==> config.mk <==
export PLATFORM = sky130hd
export DESIGN_NAME = baud_rate_gen
export DESIGN_NICKNAME = d
export VERILOG_FILES = /design/src/rtl/baud_pkg.sv /design/src/rtl/baud_div_regs.sv /design/src/rtl/baud_prescale.sv /design/src/rtl/baud_sample_ctr.sv /design/src/rtl/baud_bit_ctr.sv /design/src/rtl/baud_rate_gen.sv
export SDC_FILE = /design/constraint.sdc
export NUM_CORES = 1
export LEC_CHECK = 0
export ABC_AREA = 1
export BUFFER_PORTS_ARGS = -buffer_cell sky130_fd_sc_hd__buf_4
export CAP_MARGIN = 20
export CORE_ASPECT_RATIO = 1.75
export CORE_MARGIN = 2
export CORE_UTILIZATION = 59
export CTS_CLUSTER_DIAMETER = 120
export DETAILED_ROUTE_END_ITERATION = 7
export HOLD_SLACK_MARGIN = 0.05
export PLACE_DENSITY = 0.77
export SYNTH_ARGS = -nofsm -noshare
export SYNTH_HDL_FRONTEND = slang
export SYNTH_SLANG_ARGS = --single-unit
==> constraint.sdc <==
create_clock -name clk -period 5.8 [get_ports clk]
set_input_delay 1.16 -clock clk [delete_from_list [all_inputs] [get_ports clk]]
set_output_delay 1.16 -clock clk [all_outputs]
set_load 0.01 [all_outputs]
==> src/rtl/baud_pkg.sv <==
package baud_pkg;
    localparam int DIV_W   = 16;
    localparam int BYTE_W  = 8;
    localparam int PRE_W   = 2;
    localparam int OS_FAST = 16;
    localparam int OS_SLOW = 8;
    localparam int BCNT_W  = $clog2(OS_FAST);

    typedef enum logic {
        OS_X8  = 1'b0,
        OS_X16 = 1'b1
    } os_mode_e;

    typedef struct packed {
        logic sample;
        logic bitt;
    } tick_t;

    // Index of the sample tick that closes one bit time.
    function automatic logic [BCNT_W-1:0] last_slot(os_mode_e m);
        return (m == OS_X16) ? BCNT_W'(OS_FAST - 1) : BCNT_W'(OS_SLOW - 1);
    endfunction
endpackage

==> src/rtl/baud_div_regs.sv <==
module baud_div_regs #(
    parameter int DIV_W  = baud_pkg::DIV_W,
    parameter int BYTE_W = baud_pkg::BYTE_W
) (
    input  logic              clk,
    input  logic              rst,
    input  logic              lo_we,
    input  logic              hi_we,
    input  logic [BYTE_W-1:0] wdata,
    input  logic              presc_sel,
    output logic [DIV_W-1:0]  div_q,
    output logic              presc_q,
    output logic              reload
);
    localparam int HI_W = DIV_W - BYTE_W;

    assign reload = lo_we | hi_we;

    always_ff @(posedge clk) begin
        if (rst) begin
            div_q   <= '0;
            presc_q <= 1'b0;
        end else begin
            if (lo_we) div_q[BYTE_W-1:0]     <= wdata;
            if (hi_we) div_q[DIV_W-1:BYTE_W] <= wdata[HI_W-1:0];
            if (reload) presc_q <= presc_sel;
        end
    end
endmodule

==> src/rtl/baud_prescale.sv <==
module baud_prescale #(
    parameter int PRE_W = baud_pkg::PRE_W
) (
    input  logic             clk,
    input  logic             rst,
    input  logic             clr,
    input  logic             sel,
    output logic [PRE_W-1:0] pre_cnt,
    output logic             pre_en
);
    always_ff @(posedge clk) begin
        if (rst || clr) pre_cnt <= '0;
        else            pre_cnt <= pre_cnt + 1'b1;
    end

    assign pre_en = sel ? (&pre_cnt) : 1'b1;
endmodule

==> src/rtl/baud_sample_ctr.sv <==
module baud_sample_ctr #(
    parameter int DIV_W = baud_pkg::DIV_W
) (
    input  logic             clk,
    input  logic             rst,
    input  logic             clr,
    input  logic             adv,
    input  logic [DIV_W-1:0] div,
    output logic [DIV_W-1:0] cnt,
    output logic             tick
);
    localparam logic [DIV_W-1:0] ONE = DIV_W'(1);

    logic live;
    logic at_end;

    assign live   = (div != '0);
    assign at_end = (cnt == div - ONE);
    assign tick   = live && adv && at_end;

    always_ff @(posedge clk) begin
        if (rst || clr)       cnt <= '0;
        else if (live && adv) cnt <= at_end ? '0 : cnt + ONE;
    end
endmodule

==> src/rtl/baud_bit_ctr.sv <==
module baud_bit_ctr
    import baud_pkg::*;
(
    input  logic     clk,
    input  logic     rst,
    input  logic     clr,
    input  logic     tick,
    input  os_mode_e mode,
    output logic     bit_tick
);
    logic [BCNT_W-1:0] bcnt;
    logic              wrap;

    // >= so that a switch to the short ratio mid-bit closes the bit at once
    assign wrap     = (bcnt >= last_slot(mode));
    assign bit_tick = tick && wrap;

    always_ff @(posedge clk) begin
        if (rst || clr) bcnt <= '0;
        else if (tick)  bcnt <= wrap ? '0 : bcnt + 1'b1;
    end
endmodule

==> src/rtl/baud_rate_gen.sv <==
module baud_rate_gen
    import baud_pkg::*;
#(
    parameter int DIV_W  = baud_pkg::DIV_W,
    parameter int BYTE_W = baud_pkg::BYTE_W,
    parameter int PRE_W  = baud_pkg::PRE_W
) (
    input  logic              clk,
    input  logic              rst,
    input  logic              div_lo_we,
    input  logic              div_hi_we,
    input  logic [BYTE_W-1:0] wdata,
    input  logic              presc_sel,
    input  logic              os16,
    output logic              sample_tick,
    output logic              bit_tick,
    output logic              baud_clk
);
    localparam int PH_W = DIV_W + PRE_W;

    logic [DIV_W-1:0] div_q;
    logic             presc_q;
    logic             reload;
    logic [PRE_W-1:0] pre_cnt;
    logic             pre_en;
    logic [DIV_W-1:0] cnt;
    tick_t            ticks;
    logic [PH_W-1:0]  phase;
    logic [PH_W-1:0]  period;
    logic             baud_q;

    baud_div_regs #(.DIV_W(DIV_W), .BYTE_W(BYTE_W)) u_regs (
        .clk(clk), .rst(rst), .lo_we(div_lo_we), .hi_we(div_hi_we),
        .wdata(wdata), .presc_sel(presc_sel),
        .div_q(div_q), .presc_q(presc_q), .reload(reload)
    );

    baud_prescale #(.PRE_W(PRE_W)) u_pre (
        .clk(clk), .rst(rst), .clr(reload), .sel(presc_q),
        .pre_cnt(pre_cnt), .pre_en(pre_en)
    );

    baud_sample_ctr #(.DIV_W(DIV_W)) u_smp (
        .clk(clk), .rst(rst), .clr(reload), .adv(pre_en), .div(div_q),
        .cnt(cnt), .tick(ticks.sample)
    );

    baud_bit_ctr u_bit (
        .clk(clk), .rst(rst), .clr(reload), .tick(ticks.sample),
        .mode(os_mode_e'(os16)), .bit_tick(ticks.bitt)
    );

    // Position inside the current sample period, in reference cycles.
    always_comb begin
        if (presc_q) begin
            phase  = {cnt, pre_cnt};
            period = {div_q, {PRE_W{1'b0}}};
        end else begin
            phase  = PH_W'(cnt);
            period = PH_W'(div_q);
        end
    end

    always_ff @(posedge clk) begin
        if (rst) baud_q <= 1'b0;
        else     baud_q <= (div_q != '0) && (phase < (period >> 1));
    end

    assign sample_tick = ticks.sample;
    assign bit_tick    = ticks.bitt;
    assign baud_clk    = baud_q;
endmodule

==> summary.txt <==
Status = complete, no violations
Most frequent CP cell = nand2_1
H-tree Lvls = 2
Sequential power share = 44.9%
Synth Warn # = 0
Mapped cell area = 0.00333 mm²
Vias in the first global route = 3,405
Slew @ Worst Pin = 0.656 ns
Gpl congestion = 0.952
Commonest cells post-synth = nand2_1, inv_1, nor2_1, o21ai_0, dfxtp_1
Post-synthesis adder-cell area fraction = 7.89%
First-pass GRT wire length = 14.8 mm
Post-CTS sizing = 0
Final Util = 65.3%
Crit path arrival time = 2.34 ns
Core area = 0.00550 mm²
Vert. Die Dim = 103 µm
Power per cell area = 184 mW/mm²
Syn avg cell area = 6.08 µm²
Antenna violations before repair = 0
Dpl hpwl = 7.05 mm
Worst Setup SP = u_regs.div_q[0]$_SDFFE_PP0P_
Simple-Gate Fraction of Synth Area = 40.6%
Routed via count = 3,422
Area share of the largest cell type after synthesis = 24.1%
Leakage dissipation = 0.00168 µW
Ratio of cells with drive above 1 in the final layout = 10.2%
CP max stage delay = 0.33 ns
CP endpoint kind = output port
Die Footprint = 0.00628 mm²
Pins Over Slew Limit = 0
Cells after Synth = 547
Nets = 595
Clock share of power = 29.3%
CP Max Fanout = 6
Worst path required time = 4.64 ns
Startpoint types = flip-flop
Endpoints failing hold = 0
Pre-antenna DRT Iters = 4
PortBufs = 16
Root buf cell = clkbuf_8
Drt wl/cell = 13.5 µm
Synth top area cells = dfxtp_1, nand2_1, o21ai_0
Main synth FF type = dfxtp_1
Most numerous cell in the Yosys netlist = nand2_1
Worst path bufs/invs = 3
Critical-path cell list = inv_1 > ha_1 > nand2_1 > nor2_2 > nand3_1 > nand3_1 > nand2_1 > nor2_1 > nand3_2 > nor2_4 > nand2_1 > inv_1 > buf_4
Async set-or-reset flop fraction in the synthesized netlist = 0%
Worst Min Path Start = u_pre.pre_cnt[0]$_SDFF_PP0_
Yosys reg bits = 40
Worst Hold Slack = 0.431 ns
Top cell type by total area after synthesis = dfxtp_1
Slew HR = 56.1%
Largest family of logic cells by synthesized area = simple AND/OR/NAND/NOR gates
Internal power = 437 µW
Post-DR vias/cell = 5.37
Drt initial violations = 164
Count of cell types in the netlist = 31
FF-to-FF Start = u_regs.presc_q$_SDFFE_PP0P_
Routed WL = 8.62 mm
Die span in x = 60.8 µm
Clock Path Buffers = 2
Clock skew = 0.00507 ns
Final min period = 3.50 ns
Largest net degree at the start of global routing = 64
Gr usage total = 31.4%
Worst Path Class, Setup = reg2out
EDFF count, synth = 0
Fin crit share = 60.3%
Post-synthesis mux area share = 0%
XOR/XNOR Fraction of Synth Area = 2.89%
Sw power = 225 µW
Area growth from synthesis to layout = 7.86%
GRT overflow = 0
Num CTS Buffers = 5
Logic pwr share = 25.8%
Residual DRC count = 0
Max Freq = 286 MHz
Unrepaired setup endpoints after global routing = no
CTS Sinks = 40
Total negative slack = 0 ns
CTS Hold Buffers Added = 0
Slowest-stage cell, CP = dfxtp_1
Max cap viols = 0
Net Sw Frac = 34.0%
Worst hold path class = reg2reg
Worst-Skew Late Latency = 0.30 ns
Antenna diodes = 0
Io pins = 17
CTS tree = built
Sequential fraction of the synthesis area = 24.1%
Compound-Gate Fraction of Synth Area = 14.5%
Count of final setup violators = 0
Delay-heaviest family, CP = simple AND/OR/NAND/NOR gates
Clock transition at path regs = 0.08 ns
Setup repair bufs after CTS = 0
Num rows = 36
Antenna-violating nets left = 0
Initial Util = 60.6%
Worst IR drop on VDD = 0.000143 V
Synthesized Nets = 582
cell usage in the layout, fill, tap and decap left out, drive strengths merged:
cell,synthesis,routed
nor3b,2,2
xor2,9,9
buf,2,17
nand3b,2,2
o21ai,59,59
o211ai,1,1
clkinv,0,2
inv,74,74
ha,21,21
nand3,39,39
nand4,6,6
nor4,2,2
xnor2,2,2
dfxtp,40,40
clkbuf,9,6
nor2,81,81
a211oi,1,1
nand2,155,155
nor3,11,11
a31o,1,1
a21oi,30,30
routing by layer:
metal | vias to the layer above | global-route usage (%) | part of all wire (%)
met3 | 39 | 5.47 | 2.8
met1 | 1542 | 30.5 | 37
met4 | 0 | 22.1 | 6.9
met2 | 63 | 57.2 | 53
met5 | - | 0 | 0
li1 | 1778 | - | -
path summary, 6_finish.rpt:
kind,end,slack [ns],depth (start not counted)
worst max register to register,baud_clk$_SDFF_PP0_,3.29,10
worst max-delay path,bit_tick,2.30,13
worst min-delay path,u_pre.pre_cnt[0]$_SDFF_PP0_,0.43,1
worst min register to register,u_pre.pre_cnt[0]$_SDFF_PP0_,0.43,1
stage by stage:
stage          cells  instance area [µm²]  total power, µW  worst slack, ns
2_1_floorplan    547                 3330              433             2.80
3_3_place_gp     629                 3500              470             2.60
3_5_place_dp     629                 3500              473             2.57
4_1_cts          637                 3590              665             2.29
5_1_grt          637                 3590              704             2.09
6_report         637                 3590              662             2.30
power by group through the flow:
stage          Clock, µW  Sequential (µW)  Combinational, µW
2_1_floorplan          0              299                133
3_3_place_gp           0              303                166
3_5_place_dp           0              304                169
4_1_cts              197              297                170
5_1_grt              207              298                198
6_report             194              297                171
worst register-to-register path, cell delays in order (launching register included):
cell and delay [ns]:
dfxtp_1 0.31, buf_4 0.43, o21ai_0 0.39, ha_1 0.41, a21oi_1 0.15, o21ai_0 0.09
nor2_1 0.16, nor2_1 0.07, o21ai_0 0.21, a21oi_1 0.10, nor3_1 0.13
cell type report:
type	count	area (µm²)
clock buffer	6	82.6
fill	540	1910
tap	76	95.1
sequential	40	801
timing repair buffer	17	128
clock inverter	2	10.0
inverter	74	278
multi-input combinational	422	2200
kinds of logic (layout without fill, tap and decap cells):
kind of cell,Yosys count,in the layout
buffers and inverters,85,99
XOR/XNOR,11,11
adder cells (fa/ha/maj),21,21
AND/OR/NAND/NOR,298,298
flip-flops,40,40
AO/OA/AOI/OAI,92,92
sequential cells by signal, indices dropped and copies added, names as in the netlist:
| name | count |
|---|---|
| baud_clk | 1 |
| u_regs.presc_q | 1 |
| u_smp.cnt | 16 |
| u_pre.pre_cnt | 2 |
| u_regs.div_q | 16 |
| u_bit.bcnt | 4 |
Note: power is estimated with default switching activity, not from simulation.
